`config.mk`:
```
export PLATFORM = sky130hd
export DESIGN_NAME = calseq_top
export DESIGN_NICKNAME = d
export VERILOG_FILES = /design/src/rtl/calseq_pkg.sv /design/src/rtl/calseq_decode.sv /design/src/rtl/calseq_step_ctr.sv /design/src/rtl/calseq_top.sv
export SDC_FILE = /design/constraint.sdc
export NUM_CORES = 1
export LEC_CHECK = 0
export BUFFER_PORTS_ARGS = -buffer_cell sky130_fd_sc_hd__buf_2
export CORE_UTILIZATION = 48
export CTS_CLUSTER_DIAMETER = 60
export DETAILED_ROUTE_END_ITERATION = 8
export GPL_TIMING_DRIVEN = 1
export PLACE_DENSITY = 0.77
export SETUP_SLACK_MARGIN = 0.5
export SLEW_MARGIN = 0
export SYNTH_ARGS = -nofsm -noshare
export SYNTH_HDL_FRONTEND = slang
export SYNTH_SLANG_ARGS = --single-unit
```
`constraint.sdc`:
```
create_clock -name clk_i -period 1.8 [get_ports clk_i]
set_input_delay 0.36 -clock clk_i [delete_from_list [all_inputs] [get_ports clk_i]]
set_output_delay 0.36 -clock clk_i [all_outputs]
set_load 0.01 [all_outputs]
```
`src/rtl/calseq_pkg.sv`:
```
package calseq_pkg;
  typedef enum logic [2:0] {
    M_NORM   = 3'd0,
    M_SELF   = 3'd1,
    M_SYS_ZS = 3'd2,
    M_SYS_FS = 3'd3,
    M_OFFS   = 3'd4,
    M_BG     = 3'd5,
    M_ACC_ZS = 3'd6,
    M_ACC_FS = 3'd7
  } mode_e;

  typedef enum logic [1:0] {
    SRC_IN    = 2'd0,
    SRC_SHORT = 2'd1,
    SRC_REF   = 2'd2
  } src_e;

  typedef struct packed {
    src_e src;
    logic req;
    logic wr_zs;
    logic wr_fs;
    logic rdy;
    logic last;   // sequence ends, mode returns to normal
    logic wrap;   // step counter returns to zero, mode kept
  } step_t;
endpackage

```
`src/rtl/calseq_decode.sv`:
```
module calseq_decode
  import calseq_pkg::*;
#(
  parameter int BG_SLOTS = 6,
  parameter int STEP_W   = 3
) (
  input  mode_e             mode_i,
  input  logic [STEP_W-1:0] step_i,
  output step_t             step_o
);
  localparam logic [STEP_W-1:0] BG_LAST = STEP_W'(BG_SLOTS - 1);

  always_comb begin
    step_o = '{src: SRC_IN, req: 1'b0, wr_zs: 1'b0, wr_fs: 1'b0,
               rdy: 1'b0, last: 1'b0, wrap: 1'b0};
    unique case (mode_i)
      M_NORM: begin
        step_o.req  = 1'b1;
        step_o.rdy  = 1'b1;
        step_o.wrap = 1'b1;
      end
      M_SELF: begin
        step_o.req = 1'b1;
        if (step_i == '0) begin
          step_o.src   = SRC_SHORT;
          step_o.wr_zs = 1'b1;
        end else begin
          step_o.src   = SRC_REF;
          step_o.wr_fs = 1'b1;
          step_o.rdy   = 1'b1;
          step_o.last  = 1'b1;
        end
      end
      M_SYS_ZS: begin
        step_o.req   = 1'b1;
        step_o.wr_zs = 1'b1;
        step_o.rdy   = 1'b1;
        step_o.last  = 1'b1;
      end
      M_SYS_FS: begin
        step_o.req   = 1'b1;
        step_o.wr_fs = 1'b1;
        step_o.rdy   = 1'b1;
        step_o.last  = 1'b1;
      end
      M_OFFS: begin
        step_o.req = 1'b1;
        if (step_i == '0) begin
          step_o.wr_zs = 1'b1;
        end else begin
          step_o.src   = SRC_REF;
          step_o.wr_fs = 1'b1;
          step_o.rdy   = 1'b1;
          step_o.last  = 1'b1;
        end
      end
      M_BG: begin
        step_o.req  = 1'b1;
        step_o.wrap = (step_i == BG_LAST);
        if (step_i == '0) begin
          step_o.rdy = 1'b1;
        end else if (step_i[0]) begin
          step_o.src   = SRC_SHORT;
          step_o.wr_zs = 1'b1;
        end else begin
          step_o.src   = SRC_REF;
          step_o.wr_fs = 1'b1;
        end
      end
      default: ;  // coefficient access: no measurement
    endcase
  end
endmodule

```
`src/rtl/calseq_step_ctr.sv`:
```
module calseq_step_ctr #(
  parameter int STEP_W = 3
) (
  input  logic              clk_i,
  input  logic              rst_ni,
  input  logic              clear_i,
  input  logic              adv_i,
  input  logic              wrap_i,
  output logic [STEP_W-1:0] step_o
);
  always_ff @(posedge clk_i or negedge rst_ni) begin
    if (!rst_ni)                 step_o <= '0;
    else if (clear_i)            step_o <= '0;
    else if (adv_i && wrap_i)    step_o <= '0;
    else if (adv_i)              step_o <= step_o + 1'b1;
  end
endmodule

```
`src/rtl/calseq_top.sv`:
```
module calseq_top
  import calseq_pkg::*;
#(
  parameter int NUM_CH   = 2,
  parameter int BG_SLOTS = 6,
  localparam int CH_W    = (NUM_CH > 1) ? $clog2(NUM_CH) : 1,
  localparam int STEP_W  = (BG_SLOTS > 2) ? $clog2(BG_SLOTS) : 2
) (
  input  logic            clk_i,
  input  logic            rst_ni,
  input  logic            mode_wr_i,
  input  logic [2:0]      mode_i,
  input  logic [CH_W-1:0] ch_i,
  input  logic            meas_done_i,
  output logic [2:0]      mode_o,
  output logic [CH_W-1:0] ch_o,
  output logic [1:0]      src_o,
  output logic            meas_req_o,
  output logic            zs_wr_o,
  output logic            fs_wr_o,
  output logic            rdy_o,
  output logic            acc_zs_o,
  output logic            acc_fs_o
);
  mode_e             mode_q;
  logic [CH_W-1:0]   ch_q;
  logic [STEP_W-1:0] step;
  step_t             dec;
  logic              adv;

  calseq_decode #(.BG_SLOTS(BG_SLOTS), .STEP_W(STEP_W)) i_decode (
    .mode_i (mode_q),
    .step_i (step),
    .step_o (dec)
  );

  // a write wins over a done in the same cycle
  assign adv = meas_done_i && dec.req && !mode_wr_i;

  calseq_step_ctr #(.STEP_W(STEP_W)) i_ctr (
    .clk_i   (clk_i),
    .rst_ni  (rst_ni),
    .clear_i (mode_wr_i || (adv && dec.last)),
    .adv_i   (adv),
    .wrap_i  (dec.wrap),
    .step_o  (step)
  );

  always_ff @(posedge clk_i or negedge rst_ni) begin
    if (!rst_ni) begin
      mode_q  <= M_NORM;
      ch_q    <= '0;
      zs_wr_o <= 1'b0;
      fs_wr_o <= 1'b0;
      rdy_o   <= 1'b0;
    end else begin
      zs_wr_o <= adv && dec.wr_zs;
      fs_wr_o <= adv && dec.wr_fs;
      rdy_o   <= adv && dec.rdy;
      if (mode_wr_i) begin
        mode_q <= mode_e'(mode_i);
        ch_q   <= ch_i;
      end else if (adv && dec.last) begin
        mode_q <= M_NORM;
      end
    end
  end

  assign mode_o     = mode_q;
  assign ch_o       = ch_q;
  assign src_o      = dec.src;
  assign meas_req_o = dec.req;
  assign acc_zs_o   = (mode_q == M_ACC_ZS);
  assign acc_fs_o   = (mode_q == M_ACC_FS);
endmodule

```
==> impl_metrics.json, run 1 <==
{
  "status": "stopped before the end",
  "lastStage": "global routing (5_1_grt)",
  "error": "[ERROR DPL-0038] Utilization greater than 100%, impossible to legalize",
  "clk_path_buf_depth": 2,
  "portBuffers": 19,
  "synth_top_area_share": 0.380,
  "clockRootBuffer": "clkbuf_4",
  "seq_area_frac_synth": 0.380,
  "grt-worst-endpoint": "src_o[0]",
  "synth_enable_flop_cells": 0,
  "syn_area_per_cell_um2": 9.84,
  "gp_congestion": 0.737,
  "synth_area_um2": 659,
  "placed_area_um2": 769,
  "synthTopCellsByCount": "10 x dfrtp_1, 7 x nand2_1, 4 x inv_1, 4 x o21ai_0",
  "fp.dieH_um": 39.1,
  "place_hpwl_um": 1020,
  "initial_core_util": 0.556,
  "htree_levels": 1,
  "synth_nets": 78,
  "synth_top_area_cell": "dfrtp_1",
  "synth_flop_cell": "dfrtp_1",
  "grt_max_degree": 11,
  "ys_warn_count": 0,
  "ys_ff_latch": 10,
  "synthArstFlopShare": 1.00,
  "cts_buffers": 3,
  "synthTopCellsByArea": "dfrtp_1 38%, ha_1 5.7%, nand2b_4 4.2%, nand2_1 4.0%, buf_4 3.4%",
  "worstEpCategory": "top-level output",
  "num_rows": 12,
  "synth_cell_types": 34,
  "die_w_um": 39.1,
  "yosysMostFrequentCell": "dfrtp_1",
  "cts.sink_count": 10,
  "ios": 20,
  "netlist_instances": 67
}
[repair_timing]
item | in CTS
resized for setup | 20
hold buffers | 1
pin swaps | 5
endpoints found under the hold margin | 10
buffers inserted | 15
endpoints found under the setup margin | 14
[cell families after synthesis]
kind of cell / share of synthesized area
AND/OR/NAND/NOR: 0.262
AO/OA/AOI/OAI: 0.182
flip-flops: 0.380
buffers and inverters: 0.0645
multiplexers: 0.0550
adder cells (fa/ha/maj): 0.0569
[per-stage QoR]
| step | utilization | worst slack [ns] | hold slack [ns] | instances |
|---|---|---|---|---|
| 3_3_place_gp | 0.649 | 0.224 | 0.227 | 98 |
| 3_5_place_dp | 0.649 | 0.158 | 0.230 | 98 |
| 4_1_cts | 0.838 | 0.00727 | 0.300 | 117 |
| 2_1_floorplan | - | 0.273 | 0.0644 | 67 |
==> inputs of run 2 (changes only) <==
--- a/config.mk
+++ b/config.mk
@@ -6,12 +6,11 @@
 export NUM_CORES = 1
 export LEC_CHECK = 0
 export BUFFER_PORTS_ARGS = -buffer_cell sky130_fd_sc_hd__buf_2
-export CORE_UTILIZATION = 48
-export CTS_CLUSTER_DIAMETER = 60
+export CORE_AREA = 2 2 63 65
 export DETAILED_ROUTE_END_ITERATION = 8
+export DIE_AREA = 0 0 65 67
 export GPL_TIMING_DRIVEN = 1
-export PLACE_DENSITY = 0.77
-export SETUP_SLACK_MARGIN = 0.5
+export PLACE_DENSITY_LB_ADDON = 0.15
 export SLEW_MARGIN = 0
 export SYNTH_ARGS = -nofsm -noshare
 export SYNTH_HDL_FRONTEND = slang
==> run 2 against run 1 <==
Against the previous run: area after synthesis unchanged; synthesized cell count unchanged; the run now ends clean.
==> impl_metrics.json, run 2 <==
{
  "syn_area_per_cell_um2": 9.84,
  "final_hold_viol_count": 0,
  "cts_tree": "done",
  "slew_headroom": 0.716,
  "grt_pass1_vias": 576,
  "synth_area_um2": 659,
  "met2_wirelength_um": 828,
  "htree_levels": 1,
  "drive_gt1_frac": 0.484,
  "crit_required_ns": 1.44,
  "whs_path_depth": 3,
  "min_to": "mode_o[2]",
  "fin_crit_sh": 0.979,
  "synthTopCellsByCount": "10 x dfrtp_1, 7 x nand2_1, 4 x inv_1, 4 x o21ai_0",
  "start_kind": "register",
  "viasPerCell": 4.15,
  "synth_top_area_cell": "dfrtp_1",
  "clkTransAtPathRegs_ns": 0.05,
  "vias": 585,
  "drt-total-wl_um": 1700,
  "hold_class": "input port to register",
  "clk_path_buf_depth": 2,
  "p_comb_frac": 0.253,
  "antenna_cells": 0,
  "r2r-start": "i_ctr.step_o[1]",
  "netlist_instances": 67,
  "total_power_uw": 744,
  "dieArea_um2": 4360,
  "p_switching_uw": 219,
  "place_hpwl_um": 1230,
  "slew_violations": 0,
  "power_leakage_nw": 0.434,
  "clkPwrFrac": 0.390,
  "syn_to_final_growth_pct": 39.7,
  "postLayoutCoreUtil": 0.255,
  "worstSetupPathType": "register to output pin",
  "worstSetupEndpointType": "output pin",
  "antenna_found_initial": 0,
  "max-vdd-ir-drop_mv": 0.223,
  "p_per_area_nw_per_um2": 808,
  "layout_common_cells": "19 x buf_2, 9 x dfrtp_1, 7 x nand2_1",
  "track_usage": 0.0883,
  "initial_core_util": 0.183,
  "layout_commonest_cell": "buf_2",
  "fp.dieH_um": 67,
  "tns_ns": 0,
  "routed.top_layer": "met4",
  "status": "completed",
  "ys_warn_count": 0,
  "num_rows": 22,
  "cts.sink_count": 10,
  "synthTopCellsByArea": "dfrtp_1 38%, ha_1 5.7%, nand2b_4 4.2%, nand2_1 4.0%, buf_4 3.4%",
  "fin_worst_skew_ns": 0.00254,
  "clock_latency_ns": 0.24,
  "cts_buffers": 3,
  "period_needed_ns": 1.76,
  "hold_ws_ns": 0.334,
  "synthArstFlopShare": 1.00,
  "hold_start": "mode_i[2]",
  "synth_nets": 78,
  "yosysMostFrequentCell": "dfrtp_1",
  "grt_max_degree": 15,
  "grt-ovfl-total": 0,
  "wl_met3_um": 71,
  "final_nets": 105,
  "drv_cap": 0,
  "wl_met1_um": 793,
  "ys_ff_latch": 10,
  "first_iter_violations": 19,
  "wl_per_cell_um": 12.0,
  "grt_pass1_wl_um": 2860,
  "stdcell_count": 141,
  "drc": 0,
  "synth_enable_flop_cells": 0,
  "fill_cells": 392,
  "rsz0062_at_grt": "yes",
  "regToRegSetupSlack_ns": 0.28,
  "cp.arrival_ns": 1.40,
  "max_freq_mhz": 567,
  "swShare": 0.294,
  "rr_worst_depth": 6,
  "place_inst": 134,
  "core_area_um2": 3610,
  "die_w_um": 65,
  "path_max_fanout": 2,
  "gp_congestion": 0.728,
  "synth_cell_types": 34,
  "synth_flop_cell": "dfrtp_1",
  "timing.rr.end": "i_ctr.step_o[1]",
  "setup_viol": 0,
  "synth_top_area_share": 0.380,
  "tightest_slew_ns": 0.425,
  "seq_area_frac_synth": 0.380,
  "clockRootBuffer": "clkbuf_8",
  "dr.pass1.iters": 4,
  "ios": 20,
  "drtAntennaViolNets": 0,
  "pwr-share-seq": 0.357,
  "internal_power_uw": 526,
  "portBuffers": 19
}
[run 2: cell counts after synthesis]
No cell type changed its count.
[run 2: through the flow]
step / worst slack, ns / area [µm²]
final: 0.0369 / 921
after global routing: -0.0386 / 921
after CTS: 0.0103 / 910
after detailed placement: 0.145 / 817
after global placement: 0.176 / 817
after floorplan: 0.195 / 659
[run 2: area by class of cell]
| class | count | area, µm² | share of cell area |
|---|---|---|---|
| multi-input cells | 49 | 389 | 0.423 |
| flip-flops and latches | 10 | 251 | 0.273 |
| repair buffers | 26 | 150 | 0.163 |
| well taps | 48 | 60.1 | 0.0652 |
| clock buffers | 4 | 55.1 | 0.0598 |
| inverters | 4 | 15.0 | 0.0163 |
[run 2: logic make-up (layout without fill, tap and decap cells)]
logic type | count (synthesis) | in the layout | synth area share
and+or+nand+nor | 28 | 28 | 0.262
AOI/OAI and AO/OA | 15 | 15 | 0.182
DFF | 10 | 10 | 0.380
buffers and inverters | 8 | 34 | 0.0645
muxes | 3 | 3 | 0.0550
adders and majority gates | 3 | 3 | 0.0569
[run 2: worst max-delay path by stage]
stage | start | endpoint | slack (ns) | depth (start not counted)
final | i_ctr.step_o[1] | src_o[0] | 0.04 | 6
after detailed placement | i_ctr.step_o[1] | src_o[0] | 0.15 | 6
after floorplan | i_ctr.step_o[0] | src_o[1] | 0.19 | 4
after global placement | i_ctr.step_o[1] | src_o[0] | 0.18 | 6
after CTS | mode_o[2] | src_o[1] | 0.01 | 3
after global routing | i_ctr.step_o[1] | src_o[0] | -0.04 | 6
[run 2: timing repair]
| action | in CTS | in global routing |
|---|---|---|
| pin swaps | 2 | 0 |
| hold buffers | 1 | 0 |
| gates resized for setup | 4 | 3 |
| gates cloned | 0 | 0 |
| setup endpoints to repair | 2 | 2 |
| buffers inserted | 2 | 0 |
| endpoints found under the hold margin | 10 | 0 |
[run 2: layer usage]
layer	vias to the layer above	global-route usage
met3	2	0.0270
met1	282	0.104
li1	293	-
met2	8	0.147
met4	0	0.0399
met5	-	0
[run 2: worst max-delay path, stage by stage (launching register included)]
cell and delay, ns:
dfrtp_1 0.36, inv_2 0.06, ha_4 0.16, nand2b_4 0.07
mux2i_2 0.21, and3b_1 0.18, buf_2 0.12
[run 2: power groups by stage]
| stage | logic (mW) | clock network [mW] | registers, mW |
|---|---|---|---|
| 2_1_floorplan | 0.113 | 0 | 0.265 |
| 3_3_place_gp | 0.174 | 0 | 0.268 |
| 3_5_place_dp | 0.172 | 0 | 0.268 |
| 4_1_cts | 0.186 | 0.305 | 0.265 |
| 5_1_grt | 0.213 | 0.316 | 0.270 |
| 6_report | 0.188 | 0.290 | 0.266 |
(Power assumes the default switching activity.)
==> inputs of run 3 (changes only) <==
--- a/config.mk
+++ b/config.mk
@@ -11,6 +11,7 @@
 export DIE_AREA = 0 0 65 67
 export GPL_TIMING_DRIVEN = 1
 export PLACE_DENSITY_LB_ADDON = 0.15
+export REMOVE_ABC_BUFFERS = 1
 export SLEW_MARGIN = 0
 export SYNTH_ARGS = -nofsm -noshare
 export SYNTH_HDL_FRONTEND = slang
==> run 3 against run 2 <==
Against the previous run: core utilization rose by 0.10 points; register-to-register slack barely moved; die area did not move; wire length rose by 1.0%; critical path depth did not move; worst hold slack improved by 0.00082 ns; first-iteration DRC count rose by 89%; clock-buffer cell count did not move; clock skew fell by 0.0017 ns; cell area rose by 0.41%; global-route usage fell by 0.19 points; critical path type unchanged.
==> impl_metrics.json, run 3 (same netlist as run 2, synthesis figures left out) <==
{
  "status": "completed",
  "hold_class": "input port to register",
  "track_usage": 0.0865,
  "slew_headroom": 0.690,
  "slew_violations": 0,
  "fill_cells": 409,
  "power_leakage_nw": 0.439,
  "first_iter_violations": 36,
  "antenna_found_initial": 0,
  "core_area_um2": 3610,
  "final_nets": 106,
  "start_kind": "register",
  "final_hold_viol_count": 0,
  "drtAntennaViolNets": 0,
  "dr.pass1.iters": 3,
  "drive_gt1_frac": 0.479,
  "drc": 0,
  "place_hpwl_um": 1200,
  "cts_tree": "done",
  "portBuffers": 19,
  "die_w_um": 65,
  "clkTransAtPathRegs_ns": 0.05,
  "clockRootBuffer": "clkbuf_8",
  "worstSetupPathType": "register to output pin",
  "htree_levels": 1,
  "fin_worst_skew_ns": 0.000854,
  "initial_core_util": 0.183,
  "max_freq_mhz": 569,
  "cp.arrival_ns": 1.40,
  "ios": 20,
  "grt-ovfl-total": 0,
  "hold_ws_ns": 0.334,
  "grt_max_degree": 15,
  "p_per_area_nw_per_um2": 801,
  "num_rows": 22,
  "period_needed_ns": 1.76,
  "path_max_fanout": 2,
  "final-seq-area_um2": 251,
  "max-vdd-ir-drop_mv": 0.172,
  "pre_cts_ws_ns": 0.144,
  "gp_congestion": 0.711,
  "vias": 596,
  "grt_pass1_vias": 599,
  "tightest_slew_ns": 0.466,
  "cts.sink_count": 10,
  "fp.dieH_um": 67,
  "clk_path_buf_depth": 2,
  "viasPerCell": 4.20,
  "multi_input_area_um2": 385,
  "cts_buffers": 3,
  "setup_viol": 0,
  "timing.final.ws_setup_ns": 0.0414,
  "worstSetupEndpointType": "output pin",
  "syn_to_final_growth_pct": 40.2,
  "dieArea_um2": 4360,
  "drv_cap": 0,
  "crit_required_ns": 1.44,
  "layout_commonest_cell": "buf_2",
  "drt-total-wl_um": 1710,
  "layout_common_cells": "19 x buf_2, 9 x dfrtp_1, 7 x nand2_1, 7 x buf_4",
  "rsz0062_at_grt": "yes",
  "grt_pass1_wl_um": 2830,
  "clock_latency_ns": 0.24,
  "antenna_cells": 0,
  "wl_per_cell_um": 12.1,
  "fin_crit_sh": 0.977
}
[run 3: final cells by class]
cell class                 instances  share of cell area
multi-input combinational         49               0.417
sequential                        10               0.272
timing repair buffer              27               0.171
tap                               48              0.0650
clock buffer                       4              0.0595
inverter                           4              0.0162
[run 3: path summary, 6_finish.rpt]
kind	startpoint	endpoint	slack, ns	cells past startpoint
setup / recovery	i_ctr.step_o[1]	src_o[0]	0.04	6
hold / removal	mode_i[0]	mode_o[0]	0.33	3
setup reg to reg	i_ctr.step_o[1]	i_ctr.step_o[1]	0.28	6
hold reg to reg	ch_o	ch_o	0.50	1
max in group asynchronous	rst_ni	mode_o[2]	1.07	2
min in group asynchronous	rst_ni	mode_o[1]	0.52	2
[run 3: timing repair]
| action | 4_1_cts | 5_1_grt |
|---|---|---|
| endpoints found under the hold margin | 10 | 0 |
| pin swaps | 0 | 1 |
| setup endpoints to repair | 2 | 2 |
| gates resized for setup | 3 | 3 |
| setup buffers | 2 | 1 |
| hold buffers | 1 | 0 |
[run 3: routing by layer]
| layer | global-route usage | vias up | share of wire |
|---|---|---|---|
| met5 | 0 | - | 0 |
| li1 | - | 298 | - |
| met1 | 0.101 | 288 | 0.46 |
| met4 | 0.0399 | 0 | 0.0035 |
| met3 | 0.0203 | 2 | 0.032 |
| met2 | 0.149 | 8 | 0.50 |
[run 3: power by group]
group	switching (mW)	total, mW	internal (mW)
Clock	0.0929	0.286	0.193
Sequential	0.0228	0.265	0.242
Combinational	0.0993	0.191	0.0913
Total	0.215	0.741	0.526
[run 3: critical path: stages (launching register included)]
cell and delay, ns:
dfrtp_1 0.36, inv_2 0.06, ha_4 0.16, nand2b_4 0.07, mux2i_1 0.22, and3b_1 0.18, buf_2 0.12
[run 3: metrics by stage]
step / cell area, µm² / util / instances / TNS, ns / power [mW]
2_1_floorplan: 632 / - / 63 / 0 / 0.367
3_3_place_gp: 817 / 0.227 / 134 / 0 / 0.443
3_5_place_dp: 817 / 0.227 / 134 / 0 / 0.442
4_1_cts: 916 / 0.254 / 141 / 0 / 0.751
5_1_grt: 925 / 0.256 / 142 / -0.0189 / 0.785
6_report: 925 / 0.256 / 142 / 0 / 0.741
==> inputs of run 4 (changes only) <==
--- a/config.mk
+++ b/config.mk
@@ -10,8 +10,8 @@
 export DETAILED_ROUTE_END_ITERATION = 8
 export DIE_AREA = 0 0 65 67
 export GPL_TIMING_DRIVEN = 1
-export PLACE_DENSITY_LB_ADDON = 0.15
 export REMOVE_ABC_BUFFERS = 1
+export SETUP_SLACK_MARGIN = 0.5
 export SLEW_MARGIN = 0
 export SYNTH_ARGS = -nofsm -noshare
 export SYNTH_HDL_FRONTEND = slang
==> run 4 against run 3 <==
Against the previous run: critical path depth is the same; wire length rose by 24%; first-iteration DRC count fell by 47%; combinational power rose by 72%; critical endpoint unchanged; largest cell class unchanged; highest routed layer unchanged.
==> impl_metrics.json, run 4 (same netlist as run 2, synthesis figures left out) <==
{
  "status": "completed",
  "total_power_uw": 877,
  "design_area_um2": 1190,
  "start_kind": "register",
  "worstSetupEndpointType": "output pin",
  "stdcell_count": 158,
  "crit_required_ns": 1.44,
  "place_hpwl_um": 1220,
  "drive_gt1_frac": 0.664,
  "timing.final.ws_setup_ns": 0.0210,
  "clkTransAtPathRegs_ns": 0.05,
  "cts.sink_count": 10,
  "final_hold_viol_count": 0,
  "place_inst": 133,
  "slowest_stage": "dfrtp_1",
  "dr.pass1.iters": 4,
  "drtAntennaViolNets": 0,
  "track_usage": 0.104,
  "num_rows": 22,
  "antenna_found_initial": 0,
  "fp.dieH_um": 67,
  "tns_ns": 0,
  "first_iter_violations": 19,
  "initial_core_util": 0.183,
  "portBuffers": 19,
  "setup_viol": 0,
  "worstPathCellList": "inv_2, ha_4, nand2b_4, mux2i_2, and3b_1, buf_2",
  "placed_area_um2": 810,
  "path_max_fanout": 2,
  "wl_per_cell_um": 13.4,
  "gp_congestion": 0.806,
  "p_per_area_nw_per_um2": 734,
  "antenna_cells": 0,
  "tightest_slew_ns": 0.313,
  "ios": 20,
  "slew_headroom": 0.790,
  "fin_worst_skew_ns": 0.00301,
  "htree_levels": 1,
  "fin_crit_sh": 0.988,
  "cts_buffers": 3,
  "die_w_um": 65,
  "hold_class": "input port to register",
  "worstSetupPathType": "register to output pin",
  "layout_common_cells": "16 x buf_4, 14 x buf_2, 11 x buf_6",
  "clock_latency_ns": 0.24,
  "period_needed_ns": 1.78,
  "slew_violations": 0,
  "pre_cts_ws_ns": 0.145,
  "postLayoutCoreUtil": 0.331,
  "layout_commonest_cell": "buf_4",
  "drt-total-wl_um": 2120,
  "drv_cap": 0,
  "grt_max_degree": 11,
  "drc": 0,
  "cp_slowest_stage_delay_ns": 0.36,
  "grt_pass1_vias": 739,
  "core_area_um2": 3610,
  "cts_tree": "done",
  "rsz0062_at_grt": "yes",
  "cp.arrival_ns": 1.42,
  "syn_to_final_growth_pct": 81.2,
  "vias": 688,
  "max-vdd-ir-drop_mv": 0.360,
  "max_freq_mhz": 562,
  "dieArea_um2": 4360,
  "grt_pass1_wl_um": 3370,
  "clk_path_buf_depth": 2,
  "clockRootBuffer": "clkbuf_8",
  "power_leakage_nw": 0.557,
  "grt-ovfl-total": 0,
  "viasPerCell": 4.35,
  "final_nets": 122,
  "hold_ws_ns": 0.330
}
-- run 4: changes by cell type in the layout (fill, tap and decap cells not counted), sizes merged --
cell / change
buf: +16
clkinvlp: +1
inv: -1
-- run 4: worst max-delay path, delay by kind of cell (launching register included) --
family | cells | cell delay [ns]
mux | 1 | 0.22
simple gates | 2 | 0.25
fa+ha+maj | 1 | 0.16
buf+inv | 2 | 0.18
flops | 1 | 0.36
-- run 4: layout make-up --
class,count,area [µm²]
Tap cell,48,60.1
Multi-Input combinational cell,49,463
Fill cell,364,2410
Inverter,4,18.8
Sequential cell,10,254
Clock buffer,4,55.1
Timing Repair Buffer,43,344
-- run 4: worst paths after layout --
kind | from | endpoint | slack (ns) | depth (start not counted)
worst max-delay path | i_ctr.step_o[0] | src_o[0] | 0.02 | 6
max in group asynchronous | rst_ni | mode_o[1] | 1.07 | 2
worst min-delay path | mode_i[1] | mode_o[1] | 0.33 | 3
worst min register to register | ch_o | ch_o | 0.50 | 1
min in group asynchronous | rst_ni | zs_wr_o | 0.51 | 2
worst max register to register | i_ctr.step_o[0] | i_ctr.step_o[2] | 0.26 | 7
-- run 4: power by group --
group	internal, mW	leakage (nW)	total, mW	switching, mW
Sequential	0.243	0.127	0.260	0.0171
Clock	0.193	0.0288	0.289	0.0965
Combinational	0.175	0.401	0.328	0.153
Total	0.611	0.557	0.877	0.266
-- run 4: what timing repair did --
action                                  CTS  global route
pin swaps                                 7             8
hold buffers                              1             0
gates resized for setup                  26            11
endpoints found under the setup margin   14            16
buffers inserted                         16             4
endpoints found under the hold margin    10             0
-- run 4: metal layers --
layer	wire (µm)	global-route usage	up-vias
met5	0	0	-
met4	40	0.0612	0
met3	131	0.0422	5
met2	1160	0.183	23
met1	785	0.104	331
li1	-	-	329
